===== src/rtl/sds_pkg.sv =====
package sds_pkg;

    // Outcome of one cycle's request, resolved by priority.
    typedef enum logic [2:0] {
        OP_IDLE      = 3'd0,
        OP_PUSH      = 3'd1,
        OP_PUSH_ZERO = 3'd2,
        OP_PUSH_FULL = 3'd3,
        OP_PC_WRITE  = 3'd4,
        OP_ADVANCE   = 3'd5,
        OP_POP       = 3'd6,
        OP_UNDERFLOW = 3'd7
    } sds_op_e;

endpackage


===== src/rtl/sds_op_decode.sv =====
module sds_op_decode
    import sds_pkg::*;
(
    input  logic    push_valid,
    input  logic    push_nonzero,
    input  logic    stack_full,
    input  logic    stack_empty,
    input  logic    pc_wr_valid,
    input  logic    retire_valid,
    input  logic    rpc_hit,
    output sds_op_e op
);

    always_comb begin
        op = OP_IDLE;
        if (push_valid) begin
            // a push request masks retire and pc write
            if (!push_nonzero)   op = OP_PUSH_ZERO;
            else if (stack_full) op = OP_PUSH_FULL;
            else                 op = OP_PUSH;
        end else if (pc_wr_valid || retire_valid) begin
            if (stack_empty)      op = OP_UNDERFLOW;
            else if (pc_wr_valid) op = OP_PC_WRITE;
            else if (rpc_hit)     op = OP_POP;
            else                  op = OP_ADVANCE;
        end
    end

endmodule


===== src/rtl/sds_entry_store.sv =====
module sds_entry_store #(
    parameter int DEPTH = 4,
    parameter int W     = 40,
    parameter int IDX_W = 2
) (
    input  logic             clk,
    input  logic             rst_n,
    input  logic             wr_en,
    input  logic [IDX_W-1:0] wr_idx,
    input  logic [W-1:0]     wr_data,
    input  logic [IDX_W-1:0] rd_idx,
    output logic [W-1:0]     rd_data
);

    logic [W-1:0] slots_q [DEPTH];

    always_ff @(posedge clk) begin
        if (!rst_n) begin
            for (int i = 0; i < DEPTH; i++) slots_q[i] <= '0;
        end else if (wr_en) begin
            for (int i = 0; i < DEPTH; i++) begin
                if (wr_idx == IDX_W'(i)) slots_q[i] <= wr_data;
            end
        end
    end

    always_comb begin
        rd_data = '0;
        for (int i = 0; i < DEPTH; i++) begin
            if (rd_idx == IDX_W'(i)) rd_data = slots_q[i];
        end
    end

endmodule


===== src/rtl/sds_lane_count.sv =====
module sds_lane_count #(
    parameter int LANES = 8,
    parameter int CW    = 4
) (
    input  logic [LANES-1:0] mask,
    output logic [CW-1:0]    count
);

    logic [CW-1:0] part [LANES+1];

    assign part[0] = '0;

    for (genvar gi = 0; gi < LANES; gi++) begin : g_lane
        assign part[gi+1] = part[gi] + CW'(mask[gi]);
    end

    assign count = part[LANES];

endmodule


===== src/rtl/simt_divergence_stack.sv =====
module simt_divergence_stack
    import sds_pkg::*;
#(
    parameter int DEPTH = 4,
    parameter int LANES = 8,
    parameter int PC_W  = 16
) (
    input  logic                       clk,
    input  logic                       rst_n,
    input  logic                       push_valid,
    input  logic [PC_W-1:0]            push_pc,
    input  logic [PC_W-1:0]            push_rpc,
    input  logic [LANES-1:0]           push_mask,
    input  logic                       pc_wr_valid,
    input  logic [PC_W-1:0]            pc_wr_value,
    input  logic                       retire_valid,
    input  logic                       fetch_pending,
    output logic [PC_W-1:0]            cur_pc,
    output logic [PC_W-1:0]            cur_rpc,
    output logic [LANES-1:0]           cur_mask,
    output logic [$clog2(LANES+1)-1:0] active_lanes,
    output logic                       buf_flush,
    output logic                       head_dequeue,
    output logic                       drop_fetch,
    output logic                       err_overflow,
    output logic                       err_empty_push,
    output logic                       err_underflow
);

    localparam int IDX_W   = (DEPTH > 1) ? $clog2(DEPTH) : 1;
    localparam int CNT_W   = $clog2(DEPTH + 1);
    localparam int CW      = $clog2(LANES + 1);
    localparam int ENTRY_W = 2 * PC_W + LANES;

    typedef struct packed {
        logic [PC_W-1:0]  pc;
        logic [PC_W-1:0]  rpc;
        logic [LANES-1:0] mask;
    } entry_t;

    typedef struct packed {
        logic [CNT_W-1:0] cnt;
        logic             flush;
        logic             deq;
        logic             drop;
        logic             ovf;
        logic             emp;
        logic             und;
    } ctl_t;

    ctl_t             ctl_d, ctl_q;
    sds_op_e          op;
    logic [IDX_W-1:0] top_idx;
    logic             stack_empty, stack_full;
    entry_t           top_entry, shown;
    logic [PC_W-1:0]  next_pc;
    logic             wr_en;
    logic [IDX_W-1:0] wr_idx;
    entry_t           wr_data;
    logic [ENTRY_W-1:0] rd_raw;

    assign stack_empty = (ctl_q.cnt == '0);
    assign stack_full  = (ctl_q.cnt == CNT_W'(DEPTH));
    assign top_idx     = IDX_W'(ctl_q.cnt - CNT_W'(1));
    assign top_entry   = entry_t'(rd_raw);
    assign next_pc     = top_entry.pc + PC_W'(1);

    sds_entry_store #(
        .DEPTH (DEPTH),
        .W     (ENTRY_W),
        .IDX_W (IDX_W)
    ) u_store (
        .clk     (clk),
        .rst_n   (rst_n),
        .wr_en   (wr_en),
        .wr_idx  (wr_idx),
        .wr_data (wr_data),
        .rd_idx  (top_idx),
        .rd_data (rd_raw)
    );

    sds_op_decode u_decode (
        .push_valid   (push_valid),
        .push_nonzero (|push_mask),
        .stack_full   (stack_full),
        .stack_empty  (stack_empty),
        .pc_wr_valid  (pc_wr_valid),
        .retire_valid (retire_valid),
        .rpc_hit      (next_pc == top_entry.rpc),
        .op           (op)
    );

    // next-state process
    always_comb begin
        ctl_d       = ctl_q;
        ctl_d.flush = 1'b0;
        ctl_d.deq   = 1'b0;
        ctl_d.drop  = 1'b0;
        ctl_d.ovf   = 1'b0;
        ctl_d.emp   = 1'b0;
        ctl_d.und   = 1'b0;
        wr_en       = 1'b0;
        wr_idx      = top_idx;
        wr_data     = top_entry;
        unique case (op)
            OP_PUSH: begin
                wr_en        = 1'b1;
                wr_idx       = ctl_q.cnt[IDX_W-1:0];
                wr_data.pc   = push_pc;
                wr_data.rpc  = push_rpc;
                wr_data.mask = push_mask;
                ctl_d.cnt    = ctl_q.cnt + CNT_W'(1);
            end
            OP_PUSH_ZERO: ctl_d.emp = 1'b1;
            OP_PUSH_FULL: ctl_d.ovf = 1'b1;
            OP_PC_WRITE: begin
                wr_en      = 1'b1;
                wr_data.pc = pc_wr_value;
            end
            OP_ADVANCE: begin
                wr_en      = 1'b1;
                wr_data.pc = next_pc;
                ctl_d.deq  = 1'b1;
            end
            OP_POP: begin
                ctl_d.cnt   = ctl_q.cnt - CNT_W'(1);
                ctl_d.flush = 1'b1;
                ctl_d.drop  = fetch_pending;
            end
            OP_UNDERFLOW: ctl_d.und = 1'b1;
            default: ;
        endcase
    end

    // register process
    always_ff @(posedge clk) begin
        if (!rst_n) ctl_q <= '0;
        else        ctl_q <= ctl_d;
    end

    assign shown          = stack_empty ? entry_t'('0) : top_entry;
    assign cur_pc         = shown.pc;
    assign cur_rpc        = shown.rpc;
    assign cur_mask       = shown.mask;
    assign buf_flush      = ctl_q.flush;
    assign head_dequeue   = ctl_q.deq;
    assign drop_fetch     = ctl_q.drop;
    assign err_overflow   = ctl_q.ovf;
    assign err_empty_push = ctl_q.emp;
    assign err_underflow  = ctl_q.und;

    sds_lane_count #(
        .LANES (LANES),
        .CW    (CW)
    ) u_count (
        .mask  (cur_mask),
        .count (active_lanes)
    );

    AST_PUSH_TOP: assert property (@(posedge clk) disable iff (!rst_n)
        push_valid && (|push_mask) && !stack_full
        |=> cur_pc == $past(push_pc) && cur_rpc == $past(push_rpc)
            && cur_mask == $past(push_mask));
    AST_PUSH_ZERO: assert property (@(posedge clk) disable iff (!rst_n)
        push_valid && (push_mask == '0)
        |=> err_empty_push && $stable(ctl_q.cnt));
    AST_NO_OVERFLOW: assert property (@(posedge clk) disable iff (!rst_n)
        push_valid && (|push_mask) && stack_full
        |=> err_overflow && ctl_q.cnt == CNT_W'(DEPTH));
    AST_ADVANCE: assert property (@(posedge clk) disable iff (!rst_n)
        !push_valid && !pc_wr_valid && retire_valid && !stack_empty
            && (cur_pc + PC_W'(1) != cur_rpc)
        |=> head_dequeue && cur_pc == $past(cur_pc) + PC_W'(1));
    AST_POP_LEVEL: assert property (@(posedge clk) disable iff (!rst_n)
        buf_flush |-> ctl_q.cnt == $past(ctl_q.cnt) - CNT_W'(1));
    AST_DROP_WITH_FLUSH: assert property (@(posedge clk) disable iff (!rst_n)
        drop_fetch |-> buf_flush);
    AST_PC_WRITE: assert property (@(posedge clk) disable iff (!rst_n)
        !push_valid && pc_wr_valid && !stack_empty
        |=> cur_pc == $past(pc_wr_value) && !head_dequeue && !buf_flush);
    AST_UNDERFLOW: assert property (@(posedge clk) disable iff (!rst_n)
        !push_valid && (pc_wr_valid || retire_valid) && stack_empty
        |=> err_underflow && stack_empty);
    AST_LANE_COUNT: assert property (@(posedge clk) disable iff (!rst_n)
        active_lanes == CW'($countones(cur_mask)));
    AST_ONE_OUTCOME: assert property (@(posedge clk) disable iff (!rst_n)
        $onehot0({buf_flush, head_dequeue, err_overflow, err_empty_push,
                  err_underflow}));

endmodule


===== config.mk =====
export PLATFORM = sky130hd
export DESIGN_NAME = simt_divergence_stack
export DESIGN_NICKNAME = d
export VERILOG_FILES = /design/src/rtl/sds_pkg.sv /design/src/rtl/sds_op_decode.sv /design/src/rtl/sds_entry_store.sv /design/src/rtl/sds_lane_count.sv /design/src/rtl/simt_divergence_stack.sv
export SDC_FILE = /design/constraint.sdc
export NUM_CORES = 1
export LEC_CHECK = 0
export BUFFER_PORTS_ARGS = -buffer_cell sky130_fd_sc_hd__buf_2
export CAP_MARGIN = 20
export CORE_MARGIN = 2
export CORE_UTILIZATION = 41
export DETAILED_ROUTE_END_ITERATION = 10
export GPL_ROUTABILITY_DRIVEN = 0
export PLACE_DENSITY_LB_ADDON = 0.08
export SYNTH_ARGS = -nofsm -noshare
export SYNTH_HDL_FRONTEND = slang
export SYNTH_SLANG_ARGS = --single-unit

===== constraint.sdc =====
create_clock -name clk -period 14.15 [get_ports clk]
set_input_delay 0 -clock clk [delete_from_list [all_inputs] [get_ports clk]]
set_output_delay 0 -clock clk [all_outputs]
set_load 0.1 [all_outputs]

==> flow_metrics.tcl, run 1 <==
set metrics [dict create \
    post-cts-setup-buffers 0 \
    ys_ff_latch 169 \
    detailed_place_hpwl_mm 17.8 \
    first_pass_iters 5 \
    first_global_vias 7072 \
    drc 0 \
    final.hold.worst_slack_ns 0.0134 \
    fp.dieArea_sq_um 23400 \
    route.antenna.remaining_nets 0 \
    grt_antenna_before_repair 0 \
    synth_edf_count 160 \
    syn_to_final_growth_pct 16.3 \
    io_pins 112 \
    setup_total_negative_slack_ns 0 \
    cts_htree_levels 4 \
    grt_setup_unrepaired "no" \
    critPathLaunch "ctl_q[6]$_SDFFE_PN0P_" \
    grt_max_degree 57 \
    synth.lib_cells_used.distinct 71 \
    final_max_slew_viol_count 0 \
    placed_cells_incl_taps 1257 \
    synthesis.area_sq_um 9110 \
    fin_crit_sh_pct 50.6 \
    die-width_um 153 \
    first_pass_grt_wire_length_mm 42.4 \
    grt_use_met3_pct 4.62 \
    post_layout_nonfiller_instances 1301 \
    routed_wirelength_mm 28.0 \
    numCtsBuffers 17 \
    critical_path.endpoint_type "flop" \
    critPathArrivalTime_ns 7.32 \
    synth_fp_nets 990 \
    clock-sinks 169 \
    fmax_ghz 0.140 \
    hold_path.class "input port to flop" \
    max_slew_margin_pct 31.5 \
    clock_tree.buffer_depth 2 \
    timing.critical_path.cells "inv_1 > ha_2 > buf_4 > nand2b_1 > o22ai_1 > a31oi_1 > ha_1 > nand4b_1 > nor3_1 > a2bb2oi_1 > nand4_1 > or4_1 > or3_1 > nand2_4 > a221o_1 > buf_4 > nor3_1" \
    global_route.usage.met1_pct 32.7 \
    ys_top_cells_by_area "sky130_fd_sc_hd__edfxtp_1 53%, sky130_fd_sc_hd__nor2_1 8.9%, sky130_fd_sc_hd__nand2_1 3.7%" \
    min_from "push_pc[12]" \
    worst-setup-path-type "flop to flop" \
    fin_worst_skew_ns 0.0161 \
    clk_latency_ns 0.43 \
    worst_slew_pin_slew_ns 1.03 \
    critPathSlowestCell "sky130_fd_sc_hd__nand2b_1" \
    grt.met2_usage_pct 39.0 \
    instance_area_after_placement_sq_um 9900 \
    num_vias 7306 \
    p_per_area_nw_per_um2 143 \
    grt_remaining_overflow 0 \
    std_cell_rows 54 \
    resize_count_post_cts 0 \
    setup_viol_count_final 0 \
    clock-root-buffer "sky130_fd_sc_hd__clkbuf_16" \
    yosysTopAreaCell "sky130_fd_sc_hd__edfxtp_1" \
    antenna_diode_count 0 \
    final_area_sq_um 10600 \
    grt_use_total_pct 23.7 \
    timing_hold_violations_final 0 \
    synth_async_sr_flop_share_pct 0 \
    cap_viol_max_count 0 \
    avgSynthCellArea_sq_um 9.95 \
    static-leakage-power_nw 4.15 \
    post-synth-top-area-fraction_pct 52.8 \
    vdd_ir_drop_max_v 0.0000733 \
    max_stage_delay_ns 0.71 \
    die_h_um 153 \
    crit_required_ns 14.31 \
    nNetsFinal 1083 \
    critical_path.max_fanout 46 \
    synth-seq-area-share_pct 54.7 \
    grt_busiest_layer "met2" \
    outcome "finished clean" \
    initial_core_util_pct 41.7 \
    port_buffers 111 \
    initialDrtViolationCount 680 \
    synth_top_flop_cell "sky130_fd_sc_hd__edfxtp_1" \
    tritoncts "done" \
    routedWlPerCell_um 21.5 \
    kind_of_start_point_of_the_critical_path "flop" \
    worst_r2r_path_depth 17 \
    drt-vias-per-instance 5.62 \
    drive_gt1_share_pct 19.4 \
    most_numerous_cell_in_the_yosys_netlist "sky130_fd_sc_hd__nor2_1" \
    yosysWarningCount 0 \
    coreArea_sq_um 21800 \
    syn-instance-count 915 \
    yosys-top-cells-count "215 x sky130_fd_sc_hd__nor2_1, 160 x sky130_fd_sc_hd__edfxtp_1, 90 x sky130_fd_sc_hd__nand2_1, 62 x sky130_fd_sc_hd__a21oi_1, 41 x sky130_fd_sc_hd__o21ai_0" \
    layout_min_cycle_time_ns 7.16 \
    clk_transition_reported_paths_ns 0.07 \
    whs_path_cells 3 \
    r2r-start "ctl_q[6]$_SDFFE_PN0P_" \
]
report_power, final:
group | switching [mW] | internal, mW
sequential | 0.0131 | 0.595
clock | 0.213 | 0.247
combinational | 0.335 | 0.107
metal layers:
layer  wire (um)  vias up
met1       12500     3587
met3        1760       21
met2       13400      254
li1            -     3444
met5           0        -
met4         342        0
what timing repair did:
item,in CTS,in global routing
hold buffers,10,0
endpoints found under the setup margin,0,0
hold endpoints to repair,21,0
layout by cell type, fill, tap and decap left out, drive strengths merged, types with 8 or more instances in the layout:
cell,n
a21oi,62
buf,129
nor3b,8
mux2,9
inv,35
a22oi,14
dfxtp,9
nand3b,10
o21ai,42
nor3,21
xor2,9
xnor2,23
o22ai,15
nor2,215
o221ai,8
ha,9
o211ai,8
nand2,91
dlygate4sd3,10
and2,12
edfxtp,160
clkbuf,17
area by class of cell:
class | instances | area (sq um)
clock buffer | 17 | 425
clock inverter | 15 | 140
fill | 2110 | 11200
inverter | 28 | 105
multi-input combinational | 653 | 3780
sequential | 169 | 4980
tap | 280 | 350
timing repair buffer | 139 | 803
registers in the layout (all words and copies together), names as in the netlist:
signal and count:
err_underflow 1, drop_fetch 1, buf_flush 1, err_empty_push 1, ctl_q 3, err_overflow 1, head_dequeue 1, u_store.slots_q 160
worst paths after layout:
check | endpoint | slack (ns)
setup / recovery | u_store.slots_q[3][33]$_SDFFCE_PN0P_ | 6.99
hold / removal | u_store.slots_q[0][36]$_SDFFCE_PN0P_ | 0.01
setup reg to reg | u_store.slots_q[3][33]$_SDFFCE_PN0P_ | 6.99
hold reg to reg | ctl_q[8]$_SDFFE_PN0P_ | 0.72
critical path, delay by kind of cell, from the launching register on:
| kind | cells | cell delay [ns] |
|---|---|---|
| AND/OR/NAND/NOR | 8 | 3.18 |
| AO/OA/AOI/OAI | 4 | 1.27 |
| buffers and inverters | 3 | 1.26 |
| adder cells (fa/ha/maj) | 2 | 0.66 |
| flip-flops | 1 | 0.47 |
logic make-up (layout without fill, tap and decap cells):
kind of cell / count (synthesis) / after routing / share of synthesized area [%]
adder cells (fa/ha/maj): 13 / 13 / 2.12
buffers and inverters: 93 / 199 / 4.41
AND/OR/NAND/NOR: 398 / 398 / 19.4
AO/OA/AOI/OAI: 194 / 194 / 14.1
XOR/XNOR: 32 / 32 / 3.08
multiplexers: 16 / 16 / 2.10
flip-flops: 169 / 169 / 54.7
through the flow:
stage / utilization [%] / power, mW / worst slack [ns]
floorplan: - / 0.947 / 5.74
global placement: 45.4 / 1.06 / 7.20
detailed placement: 45.4 / 1.05 / 7.16
CTS: 48.4 / 1.51 / 7.13
global route: 48.5 / 1.57 / 6.63
finish: 48.5 / 1.51 / 6.99
Note: power is estimated with default switching activity, not from simulation.
==> run 2: changes to the inputs <==
==> constraint.sdc (replaced) <==
create_clock -name clk -period 6 [get_ports clk]
set_input_delay 0 -clock clk [delete_from_list [all_inputs] [get_ports clk]]
set_output_delay 0 -clock clk [all_outputs]
set_load 0.1 [all_outputs]
==> run 2 against run 1 <==
Critical path type unchanged. Fmax rose by 26%. Global-route usage rose by 1.2 points. Cell count grew 1.8%. Count of clock-buffer cells in the layout increased by 3. Combinational power is 140% higher. Largest cell class unchanged. Largest power group unchanged.
==> flow_metrics.tcl, run 2 (synthesis results as in run 1) <==
set metrics [dict create \
    outcome "finished clean" \
    final_area_sq_um 10800 \
    drc 0 \
    cts_htree_levels 4 \
    layout_min_cycle_time_ns 5.67 \
    grt_antenna_before_repair 0 \
    first_global_vias 7524 \
    drt-vias-per-instance 5.58 \
    hold-path-endpoint "u_store.slots_q[0][38]$_SDFFCE_PN0P_" \
    detailed_place_hpwl_mm 19.3 \
    drive_gt1_share_pct 21.7 \
    fin_ws_ns 0.325 \
    clk_transition_reported_paths_ns 0.07 \
    grt_max_degree 48 \
    fin_worst_skew_ns 0.0146 \
    routed_wirelength_mm 28.7 \
    fin_crit_sh_pct 94.6 \
    antenna_diode_count 0 \
    grt_remaining_overflow 0 \
    numCtsBuffers 17 \
    grt_use_total_pct 24.9 \
    worst_slew_pin_slew_ns 0.983 \
    p_per_area_nw_per_um2 326 \
    final_power_mw 3.54 \
    initialDrtViolationCount 553 \
    worst-setup-path-type "flop to flop" \
    min_from "push_pc[14]" \
    first_pass_grt_wire_length_mm 44.3 \
    setup_viol_count_final 0 \
    die_h_um 153 \
    timing_hold_violations_final 0 \
    clock_tree.buffer_depth 2 \
    max_slew_margin_pct 34.3 \
    syn_to_final_growth_pct 19.0 \
    registers.top_by_ff_count "u_store.slots_q" \
    final_max_slew_viol_count 0 \
    place_worst_setup_slack_ns 0.211 \
    instance_area_after_placement_sq_um 10200 \
    top_registers "u_store.slots_q (160), ctl_q (3)" \
    io_pins 112 \
    critical_path.max_fanout 24 \
    seq_area_sq_um 4980 \
    vdd_ir_drop_max_v 0.000168 \
    num_vias 7396 \
    grt_setup_unrepaired "no" \
    static-leakage-power_nw 4.27 \
    coreArea_sq_um 21800 \
    critPathArrivalTime_ns 5.85 \
    crit_required_ns 6.17 \
    cap_viol_max_count 0 \
    initial_core_util_pct 41.7 \
    worst_r2r_path_depth 15 \
    leading_cell_types_in_the_layout_fill_and_taps_excluded "208 x sky130_fd_sc_hd__nor2_1, 160 x sky130_fd_sc_hd__edfxtp_1, 111 x sky130_fd_sc_hd__buf_2, 90 x sky130_fd_sc_hd__nand2_1, 62 x sky130_fd_sc_hd__a21oi_1" \
    fmax_ghz 0.176 \
    kind_of_start_point_of_the_critical_path "flop" \
    clock-root-buffer "sky130_fd_sc_hd__clkbuf_16" \
    critical_path.endpoint_type "flop" \
    r2r-start "ctl_q[7]$_SDFFE_PN0P_" \
    hold_path.class "input port to flop" \
    worst_r2r_end "u_store.slots_q[3][1]$_SDFFCE_PN0P_" \
    tritoncts "done" \
    nNetsFinal 1107 \
    final_common_cell "sky130_fd_sc_hd__nor2_1" \
    clock-sinks 169 \
    worst-r2r-setup-slack_ns 0.33 \
    fillers 2094 \
    first_pass_iters 6 \
    port_buffers 111 \
    multiInputGateArea_sq_um 3860 \
    fp.dieArea_sq_um 23400 \
    route.antenna.remaining_nets 0 \
    final.hold.worst_slack_ns 0.00292 \
    post-cts-setup-buffers 0 \
    max_ffs_per_register 160 \
    setup_total_negative_slack_ns 0 \
    clk_latency_ns 0.44 \
    die-width_um 153 \
    std_cell_rows 54 \
    whs_path_cells 3 \
    routedWlPerCell_um 21.7 \
]
-- run 2: cell types whose count changed in the layout (fill, tap and decap cells not counted), sizes merged, moves of 2 or more --
| cell | before | now |
|---|---|---|
| clkinvlp | 2 | 5 |
| clkbuf | 17 | 20 |
| clkinv | 5 | 3 |
| buf | 129 | 150 |
| inv | 35 | 32 |
| dlygate4sd3 | 10 | 13 |
-- run 2: final cells by class --
| cell class | count | share of cell area, % |
|---|---|---|
| sequential | 169 | 46.0 |
| multi-input combinational | 653 | 35.6 |
| tap | 280 | 3.23 |
| timing repair buffer | 163 | 9.33 |
| clock buffer | 20 | 4.03 |
| clock inverter | 12 | 0.854 |
| inverter | 28 | 0.970 |
-- run 2: worst max-delay path, stage by stage, from the launching register on --
cell,delay (ns)
sky130_fd_sc_hd__dfxtp_1,0.38
sky130_fd_sc_hd__inv_1,0.19
sky130_fd_sc_hd__ha_1,0.52
sky130_fd_sc_hd__nand3b_1,0.14
sky130_fd_sc_hd__a221o_1,0.42
sky130_fd_sc_hd__a311oi_2,0.34
sky130_fd_sc_hd__or3b_1,0.56
sky130_fd_sc_hd__nor4_4,0.40
sky130_fd_sc_hd__xnor2_1,0.16
sky130_fd_sc_hd__a2111o_1,0.39
sky130_fd_sc_hd__or4_1,0.44
sky130_fd_sc_hd__or3_1,0.54
sky130_fd_sc_hd__nand2_4,0.27
sky130_fd_sc_hd__a221o_1,0.21
sky130_fd_sc_hd__buf_4,0.34
sky130_fd_sc_hd__nor2_1,0.08
-- run 2: routing by layer --
layer	GRT usage, %	vias up	part of all wire [%]
met5	0	-	0
met3	4.93	50	5.4
met4	9.30	0	2.8
met1	33.5	3627	45
li1	-	3492	-
met2	40.2	227	47
-- run 2: timing repair --
action,in CTS,in global routing
resized for setup,0,3
setup endpoints to repair,0,131
hold buffers,13,0
endpoints found under the hold margin,27,0
-- run 2: metrics by stage --
stage                     cells  utilization, %
after floorplan             915               -
after global routing       1325            49.7
after CTS                  1324            49.5
final                      1325            49.7
after global placement     1279            46.5
after detailed placement   1279            46.5
-- run 2: power breakdown --
group	switching (mW)	internal (mW)	total, mW
registers	0.0298	1.40	1.43
logic	0.803	0.275	1.08
clock network	0.490	0.534	1.02
total	1.32	2.21	3.54
-- run 2: worst max path at each step --
stage,to,from,slack (ns),depth (start not counted)
after CTS,u_store.slots_q[3][29]$_SDFFCE_PN0P_,ctl_q[6]$_SDFFE_PN0P_,0.22,14
after global routing,u_store.slots_q[3][24]$_SDFFCE_PN0P_,ctl_q[6]$_SDFFE_PN0P_,0.04,15
after detailed placement,u_store.slots_q[2][26]$_SDFFCE_PN0P_,ctl_q[6]$_SDFFE_PN0P_,0.21,14
final,u_store.slots_q[3][1]$_SDFFCE_PN0P_,ctl_q[7]$_SDFFE_PN0P_,0.33,15
after global placement,u_store.slots_q[2][26]$_SDFFCE_PN0P_,ctl_q[7]$_SDFFE_PN0P_,0.32,15
after floorplan,u_store.slots_q[0][0]$_SDFFCE_PN0P_,ctl_q[6]$_SDFFE_PN0P_,-0.73,16
